## src/rtl/pxt_pkg.sv

```systemverilog
package pxt_pkg;
    localparam int PIX_W  = 16;
    localparam int WORD_W = 2 * PIX_W;
    localparam int FRM_B  = PIX_W - 1;
    localparam int LIN_B  = PIX_W - 2;

    typedef logic [PIX_W-1:0]  pix_t;
    typedef logic [WORD_W-1:0] word_t;

    typedef struct packed {
        logic is_frame;
        logic is_line;
        logic is_ctrl;
    } cls_t;

    function automatic pix_t apply_marks(pix_t p, logic frm, logic lin);
        pix_t r;
        r        = p;
        r[FRM_B] = frm;
        r[LIN_B] = lin;
        return r;
    endfunction

    function automatic word_t pack_pair(pix_t earlier, pix_t later, logic swap);
        return swap ? {earlier, later} : {later, earlier};
    endfunction
endpackage

```

## src/rtl/pxt_classify.sv

```systemverilog
module pxt_classify
    import pxt_pkg::*;
(
    input  pix_t pix,
    input  pix_t pat_sync,
    input  pix_t pat_pre,
    input  pix_t pat_idle,
    output cls_t cls
);
    logic hit_sync, hit_pre, hit_idle;

    always_comb begin
        hit_sync     = (pix == pat_sync);
        hit_pre      = (pix == pat_pre);
        hit_idle     = (pix == pat_idle);
        cls.is_frame = hit_sync | hit_pre;
        cls.is_line  = hit_idle;
        cls.is_ctrl  = hit_sync | hit_pre | hit_idle;
    end
endmodule

```

## src/rtl/pxt_marker.sv

```systemverilog
module pxt_marker
    import pxt_pkg::*;
(
    input  logic clk,
    input  logic rst,
    input  logic in_valid,
    input  pix_t in_pixel,
    input  cls_t cls,
    output logic px_valid,
    output pix_t px_data
);
    logic frame_pend, line_pend;

    always_comb begin
        px_valid = in_valid & ~cls.is_ctrl;
        px_data  = apply_marks(in_pixel, frame_pend, line_pend);
    end

    always_ff @(posedge clk) begin
        if (rst) begin
            frame_pend <= 1'b0;
            line_pend  <= 1'b0;
        end else if (in_valid) begin
            if (cls.is_ctrl) begin
                if (cls.is_frame) frame_pend <= 1'b1;
                if (cls.is_line)  line_pend  <= 1'b1;
            end else begin
                frame_pend <= 1'b0;
                line_pend  <= 1'b0;
            end
        end
    end


    frame_arm_chk: assert property (@(posedge clk) disable iff (rst)
        (in_valid && cls.is_frame) |=> frame_pend);

    both_arm_chk: assert property (@(posedge clk) disable iff (rst)
        (in_valid && cls.is_frame && cls.is_line) |=> (frame_pend && line_pend));

    marks_clear_chk: assert property (@(posedge clk) disable iff (rst)
        px_valid |=> (!frame_pend && !line_pend));

    idle_input_chk: assert property (@(posedge clk) disable iff (rst)
        !in_valid |=> ($stable(frame_pend) && $stable(line_pend)));
endmodule

```

## src/rtl/pxt_packer.sv

```systemverilog
module pxt_packer
    import pxt_pkg::*;
(
    input  logic  clk,
    input  logic  rst,
    input  logic  px_valid,
    input  pix_t  px_data,
    input  logic  cfg_swap,
    input  logic  fifo_full,
    output logic  fifo_wr,
    output word_t fifo_data,
    output logic  overflow
);
    logic have_first;
    pix_t first_px;

    always_ff @(posedge clk) begin
        if (rst) begin
            have_first <= 1'b0;
            first_px   <= '0;
            fifo_wr    <= 1'b0;
            fifo_data  <= '0;
            overflow   <= 1'b0;
        end else begin
            fifo_wr <= 1'b0;
            if (px_valid) begin
                if (!have_first) begin
                    first_px   <= px_data;
                    have_first <= 1'b1;
                end else begin
                    have_first <= 1'b0;
                    if (fifo_full) begin
                        overflow <= 1'b1;
                    end else begin
                        fifo_wr   <= 1'b1;
                        fifo_data <= pack_pair(first_px, px_data, cfg_swap);
                    end
                end
            end
        end
    end


    no_write_when_full_chk: assert property (@(posedge clk) disable iff (rst)
        fifo_wr |-> $past(px_valid && !fifo_full));

    overflow_sticky_chk: assert property (@(posedge clk) disable iff (rst)
        overflow |=> overflow);

    single_pulse_chk: assert property (@(posedge clk) disable iff (rst)
        fifo_wr |=> !fifo_wr);
endmodule

```

## src/rtl/pixel_tagger.sv

```systemverilog
module pixel_tagger
    import pxt_pkg::*;
(
    input  logic                clk,
    input  logic                rst,
    input  logic                in_valid,
    input  logic [PIX_W-1:0]    in_pixel,
    input  logic [PIX_W-1:0]    cfg_sync,
    input  logic [PIX_W-1:0]    cfg_pre,
    input  logic [PIX_W-1:0]    cfg_idle,
    input  logic                cfg_swap,
    input  logic                fifo_full,
    output logic                fifo_wr,
    output logic [WORD_W-1:0]   fifo_data,
    output logic                overflow
);
    cls_t cls;
    logic px_valid;
    pix_t px_data;

    pxt_classify u_classify (
        .pix      (in_pixel),
        .pat_sync (cfg_sync),
        .pat_pre  (cfg_pre),
        .pat_idle (cfg_idle),
        .cls      (cls)
    );

    pxt_marker u_marker (
        .clk      (clk),
        .rst      (rst),
        .in_valid (in_valid),
        .in_pixel (in_pixel),
        .cls      (cls),
        .px_valid (px_valid),
        .px_data  (px_data)
    );

    pxt_packer u_packer (
        .clk       (clk),
        .rst       (rst),
        .px_valid  (px_valid),
        .px_data   (px_data),
        .cfg_swap  (cfg_swap),
        .fifo_full (fifo_full),
        .fifo_wr   (fifo_wr),
        .fifo_data (fifo_data),
        .overflow  (overflow)
    );


    ctrl_not_packed_chk: assert property (@(posedge clk) disable iff (rst)
        (in_valid && in_pixel == cfg_sync) |=> !fifo_wr);
endmodule

```

## config.mk

```make
export PLATFORM = sky130hd
export DESIGN_NAME = pixel_tagger
export DESIGN_NICKNAME = d
export VERILOG_FILES = /design/src/rtl/pxt_pkg.sv /design/src/rtl/pxt_classify.sv /design/src/rtl/pxt_marker.sv /design/src/rtl/pxt_packer.sv /design/src/rtl/pixel_tagger.sv
export SDC_FILE = /design/constraint.sdc
export NUM_CORES = 1
export LEC_CHECK = 0
export ABC_AREA = 1
export BUFFER_PORTS_ARGS = -buffer_cell sky130_fd_sc_hd__buf_2
export CAP_MARGIN = 10
export CORE_MARGIN = 2
export CORE_UTILIZATION = 52
export DETAILED_ROUTE_END_ITERATION = 16
export PLACE_DENSITY = 0.8
export SLEW_MARGIN = 20
export SYNTH_ARGS = -nofsm -noshare
export SYNTH_HDL_FRONTEND = slang
export SYNTH_SLANG_ARGS = --single-unit
```

## constraint.sdc

```tcl
create_clock -name clk -period 2.1 [get_ports clk]
set_clock_uncertainty 0.2 [all_clocks]
set_input_delay 0.21 -clock clk [delete_from_list [all_inputs] [get_ports clk]]
set_output_delay 0.21 -clock clk [all_outputs]
set_load 0.01 [all_outputs]
```

==> flow_summary.json, run 1 <==
{
  "cts-buffers-inserted": 5,
  "htree_levels": 2,
  "slowest_stage": "clkinv_1",
  "grt-ovfl-total": 0,
  "worstMarginPinSlew_ns": 0.585,
  "wl_per_cell_um": 10.6,
  "dp_slack_ns": 0.174,
  "syn_to_final_growth_pct": 17.8,
  "clk_transition_reported_paths_ns": 0.09,
  "drive_above_1_share": 0.230,
  "fmax_ghz": 0.564,
  "coreArea_sq_um": 6390,
  "insertion_delay_ns": 0.30,
  "power_density_nw_per_um2": 514,
  "start_util": 0.541,
  "post_synth.cell_area_avg_sq_um": 5.65,
  "grt_first_pass_wirelength_mm": 13.8,
  "cts_tree": "built",
  "ys_types": 22,
  "reg2reg_from": "u_packer.have_first$_SDFFE_PP0N_",
  "cap_viol_max_count": 0,
  "worstHoldStart": "fifo_full",
  "die-height_um": 85.5,
  "status": "finished clean",
  "fin_crit_ns": 1.77,
  "rsz0062_at_grt": "false",
  "diodes": 0,
  "cts_resized": 0,
  "synth_seq_area_share": 0.307,
  "ys_ff_latch": 53,
  "fin_crit_sh": 0.845,
  "cp.arrival_ns": 1.81,
  "finalSetupViolations": 0,
  "whs_ns": 0.000348,
  "drc": 0,
  "hp-class": "input port to flop",
  "die_w_um": 85.5,
  "hold_violations": 0,
  "place_hpwl_mm": 6.40,
  "postCtsHoldBufs": 0,
  "ioPinCount": 103,
  "cts_root_buffer": "clkbuf_8",
  "first_pass_iters": 4,
  "grt_max_degree": 65,
  "floorplan.rows": 29,
  "vias": 3601,
  "grt_pass1_vias": 3191,
  "syn_nets": 680,
  "cp_max_fo": 17,
  "fill_cells": 640,
  "die-area_sq_um": 7310,
  "path_class": "flop to flop",
  "crit_chain": "clkinv_1, nand2_8, nand2_1, a21oi_1",
  "cp_data_required_time_ns": 2.14,
  "antenna_found_initial": 0,
  "drt_wl_total_mm": 8.24,
  "cp-end-kind": "flop",
  "synth_area_sq_um": 3450,
  "max_stage_delay_ns": 0.51,
  "ys_warn_count": 0,
  "gp_congestion": 0.851,
  "cts_sinks": 53,
  "setup_slack_ns": 0.326,
  "cts.path.max_buffers": 2,
  "port_buffers": 102,
  "antenna_left": 0,
  "fin_setup_tns_ns": 0,
  "ir_worst_vdd_uv": 390,
  "drt_iter0_markers": 175,
  "post-cts-setup-buffers": 0,
  "r2r_setup_slack_ns": 0.33,
  "p_leak_uw": 0.00244,
  "final_max_slew_viol_count": 0,
  "crit_path_start_kind": "flop",
  "startpoint": "u_packer.have_first$_SDFFE_PP0N_",
  "routed_via_density": 4.62,
  "nets": 773,
  "grt_usage": 0.229,
  "max-slew-margin-rel": 0.608,
  "netlist_instances": 611
}
state kept, by name, indices dropped and copies added, names as in the netlist:
register and cells:
u_marker.frame_pend 1, u_marker.line_pend 1, u_packer.fifo_data 32, u_packer.fifo_wr 1
u_packer.first_px 16, u_packer.have_first 1, u_packer.overflow 1
layout make-up:
cell class                 count  area (sq um)  share of cell area
inverter                      99           372              0.0914
timing repair buffer         109           601               0.148
clock buffer                   5          68.8              0.0169
sequential                    53          1060               0.261
clock inverter                 1          5.00             0.00123
tap                           77          96.3              0.0237
multi-input combinational    436          1860               0.458
cell usage after synthesis, drive strengths merged:
cell / number / area [sq um]
xor2: 4 / 35.0
nand3: 19 / 100
a21oi: 36 / 214
dfxtp: 53 / 1060
buf: 15 / 128
nand2: 248 / 1000
nor2: 113 / 434
o21ai: 16 / 80.1
clkbuf: 8 / 30.0
inv: 98 / 368
clkinv: 1 / 3.75
worst paths after layout:
kind,end,depth (start not counted)
worst max-delay path,u_packer.first_px[15]$_SDFFE_PP0P_,4
worst max register to register,u_packer.first_px[15]$_SDFFE_PP0P_,4
worst min-delay path,u_packer.overflow$_SDFFE_PP0P_,3
worst min register to register,u_packer.overflow$_SDFFE_PP0P_,2
report_power, final:
part / internal (uW) / switching (uW)
combinational: 190 / 296
clock: 220 / 308
sequential: 1050 / 28.9
total: 1460 / 633
cells by family after synthesis:
logic type / Yosys count / share of synthesized area
AOI/OAI and AO/OA: 52 / 0.0851
xor gates and xnor gates: 4 / 0.0101
DFF: 53 / 0.307
and+or+nand+nor: 380 / 0.444
buffers and inverters: 122 / 0.153
worst max-delay path, delay by kind of cell (launching register included):
family / cells / cell delay, ns
compound gates: 1 / 0.13
buf+inv: 1 / 0.51
simple gates: 2 / 0.45
flops: 1 / 0.41
metal layers:
metal / vias to the layer above / part of all wire / global-route usage
li1: 1975 / - / -
met1: 1516 / 0.49 / 0.324
met2: 103 / 0.43 / 0.366
met3: 7 / 0.075 / 0.0414
met4: 0 / 0.011 / 0.0548
met5: - / 0 / 0
per-stage QoR:
stage               area [sq um]  cells  utilization  total power, uW
floorplan                   3450    611            -             1410
global placement            3990    774        0.625             1570
detailed placement          3990    774        0.625             1580
CTS                         4070    780        0.637             2090
global route                4070    780        0.637             2210
finish                      4070    780        0.637             2090
layout by cell type, fill, tap and decap left out, drive strengths merged:
master / instances
buf: 109
nand2: 248
clkbuf: 5
inv: 98
xor2: 4
dfxtp: 53
clkinv: 2
nor2: 113
o21ai: 16
a21oi: 36
nand3: 19
Power figures use the tool's default switching activity.
==> run 2, diff against run 1 <==
--- a/config.mk
+++ b/config.mk
@@ -5,13 +5,13 @@
 export SDC_FILE = /design/constraint.sdc
 export NUM_CORES = 1
 export LEC_CHECK = 0
-export ABC_AREA = 1
+export ABC_AREA = 0
 export BUFFER_PORTS_ARGS = -buffer_cell sky130_fd_sc_hd__buf_2
 export CAP_MARGIN = 10
 export CORE_MARGIN = 2
-export CORE_UTILIZATION = 52
+export CORE_UTILIZATION = 46
 export DETAILED_ROUTE_END_ITERATION = 16
-export PLACE_DENSITY = 0.8
+export PLACE_DENSITY = 0.76
 export SLEW_MARGIN = 20
 export SYNTH_ARGS = -nofsm -noshare
 export SYNTH_HDL_FRONTEND = slang
==> constraint.sdc (replaced) <==
create_clock -name clk -period 1.56 [get_ports clk]
set_clock_uncertainty 0.2 [all_clocks]
set_input_delay 0.156 -clock clk [delete_from_list [all_inputs] [get_ports clk]]
set_output_delay 0.156 -clock clk [all_outputs]
set_load 0.01 [all_outputs]
==> flow_summary.json, run 2 <==
{
  "status": "finished, violations left",
  "violations": "setup timing",
  "finalSetupViolations": 50,
  "drc": 0,
  "placed_cell_area_sq_um": 3880,
  "antenna_found_initial": 0,
  "path_class": "flop to flop",
  "port_buffers": 102,
  "synth_xor_xnor_area_share": 0.133,
  "synth_edf_count": 0,
  "async_reset_ff_frac": 0,
  "gp_congestion": 0.859,
  "cp-end-kind": "flop",
  "syn_nets": 414,
  "netlist_top_cells_count": "nand2_1 (98), dfxtp_1 (53), mux2i_1 (48), xnor2_1 (48), mux2_2 (33)",
  "setup_slack_ns": -0.149,
  "place_hpwl_mm": 5.68,
  "cts.path.max_buffers": 2,
  "cts-buffers-inserted": 5,
  "cp_data_required_time_ns": 1.56,
  "synth_area_leaders": "dfxtp_1 (34%), mux2i_1 (15%), xnor2_1 (13%)",
  "grt_max_degree": 42,
  "layout_common_cells": "nand2_1 (98), buf_2 (89), dfxtp_1 (52), mux2i_1 (48)",
  "floorplan.rows": 30,
  "fin_crit_ns": 1.71,
  "nets": 527,
  "syn_to_final_growth_pct": 36.0,
  "synth_simple_gate_area_frac": 0.172,
  "synth_most_common_cell": "nand2_1",
  "p_leak_uw": 0.00212,
  "final_max_slew_viol_count": 0,
  "power_density_nw_per_um2": 724,
  "grt_pass1_vias": 2836,
  "mostFrequentLayoutCell": "nand2_1",
  "largest_register": "u_packer.fifo_data",
  "coreArea_sq_um": 6720,
  "drt_wl_total_mm": 8.28,
  "synthAdderAreaFrac": 0,
  "crit_path_start_kind": "flop",
  "ys_ff_latch": 53,
  "synth_top_family_by_area": "multiplexers",
  "die-area_sq_um": 7540,
  "htree_levels": 2,
  "cap_viol_max_count": 0,
  "synthMuxAreaShare": 0.270,
  "synth_top_area_share": 0.336,
  "synth_ff_type": "dfxtp_1",
  "worstMarginPinSlew_ns": 0.348,
  "fin_crit_sh": 1.10,
  "ys_types": 27,
  "cts_root_buffer": "clkbuf_8",
  "slowest_stage": "or4_4",
  "post_synth.cell_area_avg_sq_um": 9.14,
  "die_w_um": 86.8,
  "diodes": 0,
  "synth-compound-area-share": 0.0151,
  "start_util": 0.469,
  "ys_warn_count": 0,
  "cp_max_fo": 8,
  "clk_transition_reported_paths_ns": 0.09,
  "fmax_ghz": 0.585,
  "antenna_left": 0,
  "hp-class": "input port to flop",
  "postLayoutCellArea_sq_um": 4290,
  "synth_seq_area_share": 0.336,
  "ir_worst_vdd_uv": 533,
  "yosys.area.top_type": "dfxtp_1",
  "ioPinCount": 103,
  "routed_via_density": 5.19,
  "cp.arrival_ns": 1.71,
  "largest_reg_flops": 32,
  "wl_per_cell_um": 15.4,
  "die-height_um": 86.8,
  "grt_usage": 0.223,
  "synth_area_sq_um": 3150,
  "grt-ovfl-total": 0,
  "cts_sinks": 53,
  "vias": 2800,
  "drt_iter0_markers": 108,
  "netlist_instances": 345,
  "grt_first_pass_wirelength_mm": 13.3,
  "first_pass_iters": 4,
  "p_total_uw": 3100,
  "crit_chain": "nand3b_1, or4_4, clkbuf_16, mux2i_1",
  "rsz0062_at_grt": "true",
  "max-slew-margin-rel": 0.768,
  "cts_tree": "built",
  "max_stage_delay_ns": 0.64,
  "hold_violations": 0,
  "top_regs": "u_packer.fifo_data x32, u_packer.first_px x16",
  "drive_above_1_share": 0.438,
  "insertion_delay_ns": 0.30
}
run 2: cell count changes after synthesis, sizes merged, moves of 34 or more:
cell,delta
nor2,-111
xnor2,+48
nand2,-150
a21oi,-34
mux2i,+48
inv,-96
run 2: cell type report:
| class | instances | area (sq um) |
|---|---|---|
| fillers | 542 | 2430 |
| multi-input cells | 257 | 2020 |
| flip-flops and latches | 53 | 1060 |
| repair buffers | 139 | 986 |
| well taps | 80 | 100 |
| clock buffers | 6 | 72.6 |
| clock inverters | 2 | 38.8 |
| inverters | 2 | 7.51 |
run 2: logic make-up after synthesis:
logic type | after synthesis
compound gates | 6
xor+xnor | 48
buf+inv | 35
flops | 53
mux | 81
simple gates | 122
run 2: worst paths after layout:
check / from / endpoint / slack (ns) / cells past startpoint
worst max-delay path: u_packer.have_first$_SDFFE_PP0N_ / u_packer.fifo_data[12]$_SDFFE_PP0P_ / -0.15 / 4
worst min-delay path: fifo_full / u_packer.overflow$_SDFFE_PP0P_ / 0.03 / 3
worst max register to register: u_packer.have_first$_SDFFE_PP0N_ / u_packer.fifo_data[12]$_SDFFE_PP0P_ / -0.15 / 4
worst min register to register: u_packer.fifo_data[7]$_SDFFE_PP0P_ / u_packer.fifo_data[7]$_SDFFE_PP0P_ / 0.26 / 2
run 2: critical path: cells and delay by family (launching register included):
kind / cells / cell delay [ns]
and+or+nand+nor: 2 / 0.73
DFF: 1 / 0.34
buffers and inverters: 1 / 0.22
muxes: 1 / 0.11
run 2: repair_timing:
item | 4_1_cts | 5_1_grt
endpoints found under the hold margin | 3 | 0
gates cloned | 2 | 1
pin swaps | 8 | 3
hold buffers | 2 | 0
setup endpoints to repair | 51 | 51
resized for setup | 38 | 3
setup buffers | 0 | 0
run 2: stage by stage:
stage | instances | hold slack, ns | setup slack [ns] | util | TNS, ns
6_report | 539 | 0.0318 | -0.149 | 0.638 | -6.13
5_1_grt | 539 | 0.0407 | -0.172 | 0.638 | -7.33
4_1_cts | 538 | 0.0244 | -0.110 | 0.631 | -3.74
3_5_place_dp | 526 | 0.222 | -0.500 | 0.577 | -23.24
3_3_place_gp | 526 | 0.208 | -0.474 | 0.577 | -22.19
2_1_floorplan | 345 | 0.0251 | -0.262 | - | -11.61
run 2: power by group:
group          total [uW]  internal, uW  switching (uW)
combinational         746           411             335
clock                 933           482             450
sequential           1430          1400            28.5
run 2: layer usage:
layer,routed length (um),vias to the layer above,global-route usage
met3,321,14,0.0390
li1,-,1369,-
met4,157,0,0.0753
met2,4340,81,0.416
met5,0,-,0
met1,3460,1336,0.254
==> run 3, diff against run 2 <==
--- a/config.mk
+++ b/config.mk
@@ -9,9 +9,9 @@
 export BUFFER_PORTS_ARGS = -buffer_cell sky130_fd_sc_hd__buf_2
 export CAP_MARGIN = 10
 export CORE_MARGIN = 2
-export CORE_UTILIZATION = 46
+export CORE_UTILIZATION = 55
 export DETAILED_ROUTE_END_ITERATION = 16
-export PLACE_DENSITY = 0.76
+export PLACE_DENSITY = 0.86
 export SLEW_MARGIN = 20
 export SYNTH_ARGS = -nofsm -noshare
 export SYNTH_HDL_FRONTEND = slang
==> constraint.sdc (replaced) <==
create_clock -name clk -period 2.2 [get_ports clk]
set_clock_uncertainty 0.2 [all_clocks]
set_input_delay 0.11 -clock clk [delete_from_list [all_inputs] [get_ports clk]]
set_output_delay 0.11 -clock clk [all_outputs]
set_load 0.01 [all_outputs]
==> flow_summary.json, run 3 (synthesis results as in run 2) <==
{
  "status": "finished clean",
  "reg2reg_from": "u_packer.have_first$_SDFFE_PP0N_",
  "ir_worst_vdd_uv": 452,
  "place_hpwl_mm": 5.60,
  "grt_max_degree": 41,
  "finalSetupViolations": 0,
  "largest_register": "u_packer.fifo_data",
  "grt_first_pass_wirelength_mm": 13.4,
  "drc": 0,
  "cp-end-kind": "flop",
  "floorplan.rows": 27,
  "crit_path_start_kind": "input port",
  "cts_sinks": 53,
  "clk_transition_reported_paths_ns": 0.10,
  "largest_reg_flops": 32,
  "htree_levels": 2,
  "insertion_delay_ns": 0.31,
  "grt_usage": 0.270,
  "grt-ovfl-total": 0,
  "power_density_nw_per_um2": 548,
  "max-slew-margin-rel": 0.503,
  "wl_per_cell_um": 16.1,
  "drive_above_1_share": 0.350,
  "gp_congestion": 0.914,
  "worst_r2r_endpoint": "u_packer.fifo_data[4]$_SDFFE_PP0P_",
  "vias": 2812,
  "r2r_setup_slack_ns": 0.27,
  "rsz0062_at_grt": "false",
  "coreArea_sq_um": 5510,
  "layout_common_cells": "buf_2 (102), nand2_1 (98), dfxtp_1 (53), xnor2_1 (48), mux2i_1 (48)",
  "p_leak_uw": 0.00187,
  "cp_data_required_time_ns": 2.26,
  "post-cts-setup-buffers": 0,
  "final_util": 0.713,
  "mostFrequentLayoutCell": "buf_2",
  "die-area_sq_um": 6360,
  "antenna_left": 0,
  "port_buffers": 102,
  "grt_pass1_vias": 2828,
  "routed_via_density": 5.41,
  "cap_viol_max_count": 0,
  "cts-buffers-inserted": 5,
  "antenna_found_initial": 0,
  "cts.path.max_buffers": 2,
  "worstMarginPinSlew_ns": 0.746,
  "die_w_um": 79.7,
  "hold_violations": 0,
  "fin_setup_tns_ns": 0,
  "drt_iter0_markers": 202,
  "die-height_um": 79.7,
  "cp_max_fo": 6,
  "cts_tree": "built",
  "nets": 516,
  "reg2regPathDepth": 4,
  "start_util": 0.573,
  "endpoint": "u_marker.frame_pend$_SDFFE_PP0P_",
  "final_max_slew_viol_count": 0,
  "top_regs": "u_packer.fifo_data x32, u_packer.first_px x16",
  "fin_crit_ns": 2.03,
  "syn_to_final_growth_pct": 24.4,
  "cts_root_buffer": "clkbuf_8",
  "cp.arrival_ns": 2.09,
  "hp-class": "input port to flop",
  "path_class": "input port to flop",
  "startpoint": "in_pixel[10]",
  "drt_wl_total_mm": 8.37,
  "first_pass_iters": 4,
  "ioPinCount": 103,
  "diodes": 0,
  "fmax_ghz": 0.493,
  "fin_crit_sh": 0.922
}
run 3: worst min-delay path by stage:
stage            startpoint                               end  slack (ns)  depth (start not counted)
5_1_grt        cfg_idle[15]   u_marker.line_pend$_SDFFE_PP0P_        0.13                          6
6_report       cfg_idle[15]   u_marker.line_pend$_SDFFE_PP0P_        0.13                          6
2_1_floorplan           rst  u_marker.frame_pend$_SDFFE_PP0P_       -0.02                          1
3_5_place_dp            rst  u_marker.frame_pend$_SDFFE_PP0P_        0.16                          2
4_1_cts        cfg_idle[15]   u_marker.line_pend$_SDFFE_PP0P_        0.11                          6
3_3_place_gp            rst  u_marker.frame_pend$_SDFFE_PP0P_        0.16                          2
run 3: layout make-up:
type	instances	area [sq um]
well taps	72	90.1
clock inverters	3	46.3
repair buffers	128	788
clock buffers	5	68.8
inverters	2	7.51
flip-flops and latches	53	1060
fillers	403	1580
multi-input cells	257	1860
run 3: critical path, cell delays in order:
cell and delay [ns]:
buf_2 0.16, xnor2_1 0.25, nand4_1 0.18, o41ai_2 0.42
buf_4 0.20, nand2_1 0.06, a21oi_1 0.15, dlygate4sd3_1 0.55
run 3: report_power, final:
group	total [uW]	switching [uW]	leakage (uW)	internal, uW
registers	1010	23.9	0.000430	991
clock network	684	342	0.0000543	341
logic	453	219	0.00139	234
run 3: metal layers:
layer | wire length [um] | up-vias | part of all wire | GRT usage
met3 | 434 | 14 | 0.052 | 0.0452
li1 | - | 1342 | - | -
met1 | 3330 | 1356 | 0.40 | 0.306
met4 | 112 | 0 | 0.013 | 0.0780
met2 | 4490 | 100 | 0.54 | 0.515
met5 | 0 | - | 0 | 0
run 3: repair_timing:
action                    CTS  global route
hold buffers               18             0
hold endpoints to repair   18             0
gates resized for setup     0             0
run 3: metrics by stage:
stage | hold WS [ns] | std cells | power (uW) | worst slack (ns) | area, sq um
6_report | 0.130 | 520 | 2150 | 0.173 | 3930
5_1_grt | 0.126 | 520 | 2220 | 0.0875 | 3930
4_1_cts | 0.111 | 520 | 2140 | 0.291 | 3930
3_5_place_dp | 0.162 | 494 | 1450 | 0.143 | 3630
3_3_place_gp | 0.163 | 494 | 1440 | 0.215 | 3630
2_1_floorplan | -0.0209 | 345 | 1330 | 0.306 | 3150
